## src/rtl/nvm_prog_pkg.sv

```systemverilog
package nvm_prog_pkg;

  typedef enum logic [2:0] {
    ST_IDLE,
    ST_WR,
    ST_RB_REQ,
    ST_RB_WAIT,
    ST_DMP_REQ,
    ST_DMP_WAIT,
    ST_DMP_DRV
  } eng_state_t;

  typedef enum logic {
    MODE_DUMP = 1'b0,
    MODE_PROG = 1'b1
  } cmd_mode_t;

  // strobe lanes inside the synchronizer vector
  localparam int unsigned STB_ADDR  = 0;
  localparam int unsigned STB_DATA  = 1;
  localparam int unsigned STB_STEP  = 2;
  localparam int unsigned STB_COUNT = 3;

endpackage

```

## src/rtl/nvm_strobe_sync.sv

```systemverilog
module nvm_strobe_sync #(
  parameter int STAGES = 2
) (
  input  logic clk,
  input  logic rst_n,
  input  logic strobe_n,
  output logic level,
  output logic edge_seen
);

  logic [STAGES:0] chain;

  always_ff @(posedge clk or negedge rst_n) begin
    if (!rst_n) chain <= '1;
    else        chain <= {chain[STAGES-1:0], strobe_n};
  end

  assign level     = chain[STAGES-1];
  assign edge_seen = chain[STAGES] ^ chain[STAGES-1];

endmodule

```

## src/rtl/nvm_sat_timer.sv

```systemverilog
module nvm_sat_timer #(
  parameter int LIMIT      = 16,
  parameter bit START_FULL = 1'b0
) (
  input  logic clk,
  input  logic rst_n,
  input  logic restart,
  output logic done
);

  localparam int CW = $clog2(LIMIT + 1);
  localparam logic [CW-1:0] TOP = CW'(LIMIT);

  logic [CW-1:0] cnt;

  always_ff @(posedge clk or negedge rst_n) begin
    if (!rst_n)          cnt <= START_FULL ? TOP : '0;
    else if (restart)    cnt <= CW'(1);
    else if (cnt != TOP) cnt <= cnt + CW'(1);
  end

  assign done = (cnt == TOP);

endmodule

```

## src/rtl/nvm_gap_guard.sv

```systemverilog
module nvm_gap_guard #(
  parameter int RESET_HOLD = 1100,
  parameter int GAP        = 220,
  parameter int PALE_MIN   = 50
) (
  input  logic clk,
  input  logic rst_n,
  input  logic data_rise,
  input  logic addr_rise,
  input  logic addr_start,
  output logic hold_done,
  output logic data_gap_ok,
  output logic addr_gap_ok,
  output logic width_ok
);

  nvm_sat_timer #(.LIMIT(RESET_HOLD), .START_FULL(1'b0)) u_hold (
    .clk(clk), .rst_n(rst_n), .restart(1'b0), .done(hold_done));

  nvm_sat_timer #(.LIMIT(GAP), .START_FULL(1'b1)) u_data_gap (
    .clk(clk), .rst_n(rst_n), .restart(data_rise), .done(data_gap_ok));

  nvm_sat_timer #(.LIMIT(GAP), .START_FULL(1'b1)) u_addr_gap (
    .clk(clk), .rst_n(rst_n), .restart(addr_rise), .done(addr_gap_ok));

  nvm_sat_timer #(.LIMIT(PALE_MIN), .START_FULL(1'b0)) u_width (
    .clk(clk), .rst_n(rst_n), .restart(addr_start), .done(width_ok));

endmodule

```

## src/rtl/nvm_prog_engine.sv

```systemverilog
module nvm_prog_engine
  import nvm_prog_pkg::*;
#(
  parameter int ADDR_W   = 14,
  parameter int DATA_W   = 16,
  parameter int DUMP_DLY = 8
) (
  input  logic                 clk,
  input  logic                 rst_n,
  input  logic [DATA_W-1:0]    bus_in,
  input  logic [STB_COUNT-1:0] stb_level,
  input  logic [STB_COUNT-1:0] stb_edge,
  input  logic                 hold_done,
  input  logic                 data_gap_ok,
  input  logic                 addr_gap_ok,
  input  logic                 width_ok,
  output logic                 addr_start,
  output logic                 mem_valid,
  output logic                 mem_write,
  output logic [ADDR_W-1:0]    mem_addr,
  output logic [DATA_W-1:0]    mem_wdata,
  input  logic                 mem_ready,
  input  logic                 mem_rvalid,
  input  logic [DATA_W-1:0]    mem_rdata,
  output logic [DATA_W-1:0]    bus_out,
  output logic                 bus_oe,
  output logic                 pass_last,
  output logic                 pass_all,
  output logic                 proto_err
);

  localparam int DLY_W = $clog2(DUMP_DLY + 1);
  localparam logic [DLY_W-1:0] DLY_TOP = DLY_W'(DUMP_DLY);

  eng_state_t        state_q;
  cmd_mode_t         mode_q, pend_mode_q;
  logic [ADDR_W-1:0] addr_q, pend_addr_q;
  logic [DATA_W-1:0] data_q, dout_q;
  logic [DLY_W-1:0]  dly_q;
  logic              addr_valid_q, pend_q, got_q;
  logic              pass_last_q, pass_all_q, err_q;

  logic addr_fall, addr_rise, data_fall, data_rise, step_fall;
  logic busy, addr_ok, data_ok, step_ok, commit, bad;

  assign addr_fall = stb_edge[STB_ADDR] & ~stb_level[STB_ADDR];
  assign addr_rise = stb_edge[STB_ADDR] &  stb_level[STB_ADDR];
  assign data_fall = stb_edge[STB_DATA] & ~stb_level[STB_DATA];
  assign data_rise = stb_edge[STB_DATA] &  stb_level[STB_DATA];
  assign step_fall = stb_edge[STB_STEP] & ~stb_level[STB_STEP];

  assign busy    = (state_q != ST_IDLE);
  assign addr_ok = addr_fall & hold_done & data_gap_ok & ~busy;
  assign data_ok = data_fall & addr_valid_q & ~pend_q & ~busy
                 & stb_level[STB_ADDR] & stb_level[STB_STEP]
                 & data_gap_ok & addr_gap_ok;
  assign step_ok = step_fall & addr_valid_q & ~pend_q & ~busy & stb_level[STB_DATA];
  assign commit  = addr_rise & pend_q;
  assign bad     = (addr_fall & ~addr_ok) | (data_fall & ~data_ok)
                 | (step_fall & ~step_ok) | (commit & ~width_ok);

  assign addr_start = addr_ok;

  // command capture, commit and stepping
  always_ff @(posedge clk or negedge rst_n) begin
    if (!rst_n) begin
      pend_q       <= 1'b0;
      pend_addr_q  <= '0;
      pend_mode_q  <= MODE_DUMP;
      addr_q       <= '0;
      mode_q       <= MODE_DUMP;
      addr_valid_q <= 1'b0;
      err_q        <= 1'b0;
    end else begin
      err_q <= err_q | bad;
      if (addr_ok) begin
        pend_q       <= 1'b1;
        pend_addr_q  <= bus_in[ADDR_W:1];
        pend_mode_q  <= cmd_mode_t'(bus_in[0]);
        addr_valid_q <= 1'b0;
      end else if (commit) begin
        pend_q <= 1'b0;
        if (width_ok) begin
          addr_q       <= pend_addr_q;
          mode_q       <= pend_mode_q;
          addr_valid_q <= 1'b1;
        end
      end else if (step_ok) begin
        addr_q <= addr_q + ADDR_W'(1);
      end
    end
  end

  // array sequencing and verification
  always_ff @(posedge clk or negedge rst_n) begin
    if (!rst_n) begin
      state_q     <= ST_IDLE;
      data_q      <= '0;
      dout_q      <= '0;
      dly_q       <= '0;
      got_q       <= 1'b0;
      pass_last_q <= 1'b0;
      pass_all_q  <= 1'b1;
    end else begin
      if (state_q inside {ST_DMP_REQ, ST_DMP_WAIT} && dly_q != DLY_TOP)
        dly_q <= dly_q + DLY_W'(1);
      unique case (state_q)
        ST_IDLE: begin
          if (data_ok) begin
            dly_q <= '0;
            got_q <= 1'b0;
            if (mode_q == MODE_PROG) begin
              data_q      <= bus_in;
              pass_last_q <= 1'b0;
              state_q     <= ST_WR;
            end else begin
              state_q <= ST_DMP_REQ;
            end
          end
        end
        ST_WR:     if (mem_ready) state_q <= ST_RB_REQ;
        ST_RB_REQ: if (mem_ready) state_q <= ST_RB_WAIT;
        ST_RB_WAIT: begin
          if (mem_rvalid) begin
            pass_last_q <= (mem_rdata == data_q);
            if (mem_rdata != data_q) pass_all_q <= 1'b0;
            state_q <= ST_IDLE;
          end
        end
        ST_DMP_REQ: if (mem_ready) state_q <= ST_DMP_WAIT;
        ST_DMP_WAIT: begin
          if (mem_rvalid) begin
            dout_q <= mem_rdata;
            got_q  <= 1'b1;
          end
          if (got_q && dly_q == DLY_TOP)
            state_q <= stb_level[STB_DATA] ? ST_IDLE : ST_DMP_DRV;
        end
        ST_DMP_DRV: if (data_rise) state_q <= ST_IDLE;
        default:    state_q <= ST_IDLE;
      endcase
    end
  end

  assign mem_valid = state_q inside {ST_WR, ST_RB_REQ, ST_DMP_REQ};
  assign mem_write = (state_q == ST_WR);
  assign mem_addr  = addr_q;
  assign mem_wdata = data_q;
  assign bus_oe    = (state_q == ST_DMP_DRV);
  assign bus_out   = bus_oe ? dout_q : '0;
  assign pass_last = pass_last_q;
  assign pass_all  = pass_all_q;
  assign proto_err = err_q;

endmodule

```

## src/rtl/nvm_slave_prog.sv

```systemverilog
module nvm_slave_prog
  import nvm_prog_pkg::*;
#(
  parameter int ADDR_W      = 14,
  parameter int DATA_W      = 16,
  parameter int SYNC_STAGES = 2,
  parameter int RESET_HOLD  = 1100,
  parameter int GAP         = 220,
  parameter int PALE_MIN    = 50,
  parameter int DUMP_DLY    = 8
) (
  input  logic              clk,
  input  logic              rst_n,
  input  logic              addr_stb_n,
  input  logic              data_stb_n,
  input  logic              step_n,
  input  logic [DATA_W-1:0] bus_in,
  output logic [DATA_W-1:0] bus_out,
  output logic              bus_oe,
  output logic              mem_valid,
  input  logic              mem_ready,
  output logic              mem_write,
  output logic [ADDR_W-1:0] mem_addr,
  output logic [DATA_W-1:0] mem_wdata,
  input  logic              mem_rvalid,
  input  logic [DATA_W-1:0] mem_rdata,
  output logic              pass_last,
  output logic              pass_all,
  output logic              proto_err
);

  logic [STB_COUNT-1:0] raw, lvl, edg;
  logic hold_done, data_gap_ok, addr_gap_ok, width_ok, addr_start;

  always_comb begin
    raw           = '1;
    raw[STB_ADDR] = addr_stb_n;
    raw[STB_DATA] = data_stb_n;
    raw[STB_STEP] = step_n;
  end

  for (genvar i = 0; i < STB_COUNT; i++) begin : g_sync
    nvm_strobe_sync #(.STAGES(SYNC_STAGES)) u_sync (
      .clk(clk), .rst_n(rst_n), .strobe_n(raw[i]),
      .level(lvl[i]), .edge_seen(edg[i]));
  end

  nvm_gap_guard #(
    .RESET_HOLD(RESET_HOLD), .GAP(GAP), .PALE_MIN(PALE_MIN)
  ) u_guard (
    .clk(clk), .rst_n(rst_n),
    .data_rise(edg[STB_DATA] & lvl[STB_DATA]),
    .addr_rise(edg[STB_ADDR] & lvl[STB_ADDR]),
    .addr_start(addr_start),
    .hold_done(hold_done), .data_gap_ok(data_gap_ok),
    .addr_gap_ok(addr_gap_ok), .width_ok(width_ok));

  nvm_prog_engine #(
    .ADDR_W(ADDR_W), .DATA_W(DATA_W), .DUMP_DLY(DUMP_DLY)
  ) u_engine (
    .clk(clk), .rst_n(rst_n), .bus_in(bus_in),
    .stb_level(lvl), .stb_edge(edg),
    .hold_done(hold_done), .data_gap_ok(data_gap_ok),
    .addr_gap_ok(addr_gap_ok), .width_ok(width_ok),
    .addr_start(addr_start),
    .mem_valid(mem_valid), .mem_write(mem_write), .mem_addr(mem_addr),
    .mem_wdata(mem_wdata), .mem_ready(mem_ready), .mem_rvalid(mem_rvalid),
    .mem_rdata(mem_rdata), .bus_out(bus_out), .bus_oe(bus_oe),
    .pass_last(pass_last), .pass_all(pass_all), .proto_err(proto_err));

endmodule

```

## config.mk

```make
export PLATFORM = sky130hd
export DESIGN_NAME = nvm_slave_prog
export DESIGN_NICKNAME = d
export VERILOG_FILES = /design/src/rtl/nvm_prog_pkg.sv /design/src/rtl/nvm_strobe_sync.sv /design/src/rtl/nvm_sat_timer.sv /design/src/rtl/nvm_gap_guard.sv /design/src/rtl/nvm_prog_engine.sv /design/src/rtl/nvm_slave_prog.sv
export SDC_FILE = /design/constraint.sdc
export NUM_CORES = 1
export LEC_CHECK = 0
export CORE_MARGIN = 3
export CORE_UTILIZATION = 54
export CTS_CLUSTER_DIAMETER = 60
export CTS_CLUSTER_SIZE = 30
export DETAILED_ROUTE_END_ITERATION = 10
export PLACE_DENSITY_LB_ADDON = 0.2
export SYNTH_ARGS = -nofsm -noshare
export SYNTH_HDL_FRONTEND = slang
export SYNTH_SLANG_ARGS = --single-unit
```

## constraint.sdc

```tcl
create_clock -name clk -period 3.3 [get_ports clk]
set_input_delay 0.495 -clock clk [delete_from_list [all_inputs] [get_ports clk]]
set_output_delay 0.495 -clock clk [all_outputs]
set_load 0.02 [all_outputs]
```

---- Word level (Yosys, flattened, before mapping) ----
Index checks and enable logic that the tools add are counted.
word-level totals
  flip-flop bits (word level) ............. 117
  bits in latches ......................... 0
  bits in writable memories ............... 0
  bits in read-only memories .............. 0
  input bits .............................. 39
  output and inout port bits .............. 52
  logic and storage cells ................. 153
  memories kept ........................... 0
operators by class
  add/sub/neg operators ................... 6
  multipliers ............................. 0
  div/mod/pow operators ................... 0
  magnitude comparators ................... 0
  eq/ne operators ......................... 28
  shift-type cells ........................ 0
  multiplexer cells ....................... 35
  bitwise logic cells ..................... 40
  reduce and logical (&&, ||, !) cells .... 23
operators by type and width
  operator               count
  $mux 14                3
  $mux 8                 4
  $mux 3                 9
  $and 1x1->1            24
  $pmux 3 s7             1
  $reduce_bool 2->1      9
  $add 8x1->8 const B    2
  $eq 16x16->1           1
  $eq 8x8->1 const B     2
  $mux 16                1
  $ne 16x16->1           1
  $ne 8x8->1 const B     2
  $reduce_and 3->1       5
  $add 14x1->14 const B  1
  $ne 2x2->1 const B     7
  $mux 4                 3
  $mux 6                 2
  $add 11x1->11 const B  1
  $eq 11x11->1 const B   1
  $ne 11x11->1 const B   1
  $mux 1                 10
  $eq 3x3->1 const B     3
  $not 1->1              9
  $reduce_and 7->1       1
  other kinds (17)       29

---- Longest topological paths before layout ----
  word-level depth ........................ 15
  gate-level depth with buffers ........... 10

---- Hierarchy ----
Synthesis repeated with hierarchy kept, for this count alone.
unflattened totals
  cells, all modules ...................... 541
  area total of the unflattened synthesis .. 5926.9 µm²
by module, submodules not included
  module                                   times used  cells an instance  area an instance (µm²)  seq. area each (µm²)
  nvm_prog_engine                          1           337                3782.4                  1878.1
  nvm_sat_timer at u_guard.u_addr_gap ...  2           48                 457.9                   206.4
  nvm_sat_timer at u_guard.u_hold          1           62                 600.6                   275.3
  nvm_sat_timer at u_guard.u_width         1           31                 349.1                   150.1
  nvm_strobe_sync                          3           4                  87.6                    78.8
  nvm_slave_prog                           1           2                  12.5                    0.0
  nvm_gap_guard                            1           1                  3.8                     0.0

---- Worst setup path after synthesis ----
Ideal clock, no wire load.
  path kind ............................... reg-to-reg
  from .................................... reg u_guard.u_data_gap.cnt[0]
  to ...................................... reg u_engine.data_q[10], in the netlist u_engine.mem_wdata[10]
  arrival ................................. 2161 ps
  required time ........................... 3175 ps
  setup slack ............................. 1014 ps
  stages on the path, launching flop included .. 9
  path buffers ............................ 2
  cell sequence ........................... dfrtp_1 -> inv_1 -> ha_1 -> nand4_1 -> or3_1 -> buf_6 -> nor4_4 -> buf_6 -> mux2_4
between the ends
  word-level cells in the longest chain between the ends .. 4
RTL lines
  what                        RTL line                text
  start, declared             nvm_sat_timer.sv:14     logic [CW-1:0] cnt;
  start signal, assigned      nvm_sat_timer.sv:17     if (!rst_n) cnt <= START_FULL ? TOP : '0;
  start signal, assigned      nvm_sat_timer.sv:19     else if (cnt != TOP) cnt <= cnt + CW'(1);
  $eq 8x8->1                  nvm_sat_timer.sv:22     assign done = (cnt == TOP);
  $and 1x1->1 (2 in series)   nvm_prog_engine.sv:56   & data_gap_ok & addr_gap_ok;
  $reduce_and 3->1 (no line)  -
  end signal, assigned        nvm_prog_engine.sv:113  data_q <= bus_in;
  end, declared               nvm_prog_engine.sv:38   logic [DATA_W-1:0] data_q, dout_q;
Every way passes these cells.
A chain may end at the register's enable or synchronous reset.

---- Final worst setup path ----
  from .................................... reg u_engine.state_q[1]
  to ...................................... out bus_out[5]
between the ends
  word-level cells in the longest chain between the ends .. 2
RTL lines
  what                    RTL line                text
  start, declared         nvm_prog_engine.sv:35   eng_state_t state_q;
  start signal, assigned  nvm_prog_engine.sv:137  state_q <= stb_level[STB_DATA] ? ST_IDLE : ST_DMP_DRV;
  $eq 3x3->1              nvm_prog_engine.sv:149  assign bus_oe = (state_q == ST_DMP_DRV);
  $mux 16                 nvm_prog_engine.sv:150  assign bus_out = bus_oe ? dout_q : '0;
  end, declared           nvm_slave_prog.sv:18    output logic [DATA_W-1:0] bus_out,
Every way passes these cells.

==> impl_metrics.csv <==
group,metric,value,unit
run_status,status,"completed",
grt,busiest_layer,"met2",
sta,relSlewSlack,0.410,
yosys,synth_top_family_by_area,"simple AND/OR/NAND/NOR gates",
yosys,synth_top_area_frac,0.429,
yosys,ys_seq_elements,117,
detailed_routing,drt_iter0_markers,259,
critical_path,slowest_delay,610,ps
sta,period_minus_slack,2810,ps
floorplan,io_pins,91,
sta,finalSetupViolations,0,
sta,worstMarginPinSlew,882,ps
floorplan,die_y,108,um
yosys,synth-edff-count,0,
grt,use_met3,0.0543,
placed_design,place_congestion,0.822,
critical_path,slowest_stage,"clkdlybuf4s50_1",
yosys,yosysTopAreaCell,"dfrtp_1",
clock_tree,postCtsSetupBuffers,0,
yosys,synthSimpleGateAreaFrac,0.200,
yosys,synth_area,5660,um^2
placed_design,io_buffers,90,
critical_path,critPathBufInv,2,
detailed_routing,drc,0,
yosys,synth_most_common_cell,"dfrtp_1",
critical_path,cp.required,2800,ps
finish,n_antenna_cell,0,
yosys,synth_mux_area_frac,0.0794,
critical_path,worstPathCellList,"nand2_1, nor2_1, buf_4, and2_1, clkdlybuf4s50_1",
detailed_routing,ant_nets,0,
critical_path,endpoint_kind,"primary output",
detailed_routing,wl_per_cell,17.5,um
floorplan,dieArea,11700,um^2
floorplan,core-area,9950,um^2
yosys,syn_inst,542,
clock_tree,path_clk_slew,60,ps
detailed_routing,num_vias,4385,
critical_path,path_delay_family,"buffers and inverters",
sta,rsz0062_at_grt,"no",
power,p_per_area,553,nW/um^2
yosys,synth_xor_area_frac,0.0635,
clock_tree,cts_tree,"yes",
yosys,yosys.area_share.adder,0.0243,
yosys,synthDistinctLibCells,49,
grt,grt_pass1_wl,22.6,mm
grt,grt_usage,0.251,
clock_tree,h-tree-depth,4,
detailed_routing,viasPerCell,5.60,
critical_path,cp_max_fo,19,
critical_path,worstSetupStartpointType,"flop",
detailed_routing,routed_wl,13.7,mm
yosys,synthTopCellsByArea,"dfrtp_1, dfstp_2, mux2_2",
yosys,ys_top_cells_by_count,"dfrtp_1, nand2_1, nor2_1, xnor2_1",
sta,finalSetupTns,0,ps
clock_tree,cts_inserted_buffers,17,
yosys,syn_area_per_cell,10.4,um^2
min_path,hp-class,"in2async",
floorplan,start_util,0.568,
finish,areaGrowthSynthToFinish,28.1,%
power,power_leakage,3.07,nW
critical_path,worstPathArrival,2310,ps
grt,grt_max_degree,58,
flow_run,max_cap_viol_count,0,
yosys,syn_nets,592,
yosys,synth_ff_type,"dfrtp_1",
clock_tree,cts_root_buffer,"clkbuf_8",
yosys,yosysSeqAreaShare,0.522,
finish,post-route-util,0.728,
yosys,synthArstFlopShare,1.00,
finish,layout-drive-gt1-share,0.149,
yosys,synth-compound-area-share,0.0852,
clock_tree,post_cts_resized,0,
grt,antenna_found_initial,0,
yosys,synth_warnings,0,
finish,fin_nets,688,
floorplan,rows,36,
power,peakVddDrop,0.413,mV
critical_path,crit_type,"reg2out",
detailed_routing,drtPass1Iterations,5,
sta,drv_slew,0,
clock_tree,hold_buffers,0,
clock_tree,clock_path_buffers,2,
sta,skew,8.31,ps
sta,hold_viol,0,
placed_design,hpwlAfterDp,9.72,mm
sta,fmax,356,MHz
floorplan,die_w,108,um
grt,use_met1,0.303,
clock_tree,cts_num_sinks,117,
grt,gr-total-overflow,0,
clock_tree,clk_latency,520,ps
grt,first_global_vias,4563,
grt,gr-usage-met2,0.440,
sta,period_share,0.851,
## registers in the layout, summed over array words and instances (netlist names)
name	cells
u_engine.dout_q	16
u_engine.mem_wdata	16
u_engine.mem_addr	14
u_engine.pend_addr_q	14
u_guard.u_hold.cnt	11
g_sync.u_sync.chain	9
u_guard.u_addr_gap.cnt	8
u_guard.u_data_gap.cnt	8
u_guard.u_width.cnt	6
u_engine.dly_q	4
u_engine.state_q	3
u_engine.addr_valid_q	1
u_engine.got_q	1
u_engine.mode_q	1
u_engine.pass_all	1
u_engine.pass_last	1
u_engine.pend_mode_q	1
u_engine.pend_q	1
u_engine.proto_err	1
## final timing paths
path	from	slack [ps]	cells after the start	endpoint
worst min register to register	g_sync[1].u_sync.chain[0]$_DFF_PN1_	360	0	g_sync[1].u_sync.chain[1]$_DFF_PN1_
worst max register to register	u_guard.u_data_gap.cnt[0]$_DFFE_PN0P_	810	7	u_engine.mem_addr[0]$_DFFE_PN0P_
min in group clk	g_sync[1].u_sync.chain[0]$_DFF_PN1_	360	0	g_sync[1].u_sync.chain[1]$_DFF_PN1_
max in group asynchronous	rst_n	2490	2	g_sync[1].u_sync.chain[2]$_DFF_PN1_
worst max-delay path	u_engine.state_q[1]$_DFFE_PN0P_	490	5	bus_out[5]
worst min-delay path	rst_n	60	1	u_engine.mem_addr[11]$_DFFE_PN0P_
## power by group
| part | total [mW] | internal, mW | switching, mW |
|---|---|---|---|
| registers | 1.81 | 1.64 | 0.167 |
| logic | 0.498 | 0.262 | 0.236 |
| clock network | 1.70 | 1.08 | 0.619 |
| total | 4.00 | 2.98 | 1.02 |
## stage by stage
step / hold WS, ps / area, um^2 / instances / setup slack [ps] / power [mW]
after global placement: 346 / 6700 / 752 / 924 / 2.27
after detailed placement: 347 / 6700 / 752 / 838 / 2.32
after CTS: 75.3 / 7250 / 783 / 493 / 4.04
after floorplan: 199 / 5660 / 542 / 1010 / 2.10
final: 60.4 / 7250 / 783 / 493 / 4.00
after global routing: 102 / 7250 / 783 / 358 / 4.18
## logic make-up after synthesis
logic type                 after synthesis
xor gates and xnor gates                41
adders and majority gates               11
buffers and inverters                   34
DFF                                    117
muxes                                   38
and+or+nand+nor                        225
AOI/OAI and AO/OA                       76
## layout by cell type (no fill, tap or decap), types with 4 or more instances in the layout
master / count
a2bb2oi_1: 10
o22ai_1: 5
xnor2_1: 32
and2_1: 17
xor2_1: 9
mux2_4: 7
nor3_1: 8
mux2i_1: 4
nand2_1: 80
nand4_1: 14
a21oi_1: 21
mux2_2: 27
o21ai_0: 21
inv_1: 15
clkinv_2: 7
dfstp_2: 20
and3_1: 8
clkbuf_16: 16
nand2b_1: 5
nor2_1: 37
clkdlybuf4s50_1: 89
nand3_1: 27
dfrtp_1: 97
a31oi_1: 5
ha_1: 11
buf_4: 5
nor2b_1: 7
## final cells by class
cell class / count / area (um^2)
sequential: 117 / 2950
fill: 705 / 2710
multi-input combinational: 391 / 2560
timing repair buffer: 96 / 968
clock buffer: 20 / 435
tap: 133 / 166
clock inverter: 11 / 110
inverter: 15 / 56.3
## layer usage
| layer | share of wire | wire length [um] | vias to the layer above |
|---|---|---|---|
| met4 | 0.024 | 330 | 0 |
| met1 | 0.40 | 5510 | 2177 |
| met3 | 0.039 | 538 | 21 |
| met5 | 0 | 0 | - |
| met2 | 0.53 | 7310 | 114 |
| li1 | - | - | 2073 |
(Power assumes the default switching activity.)
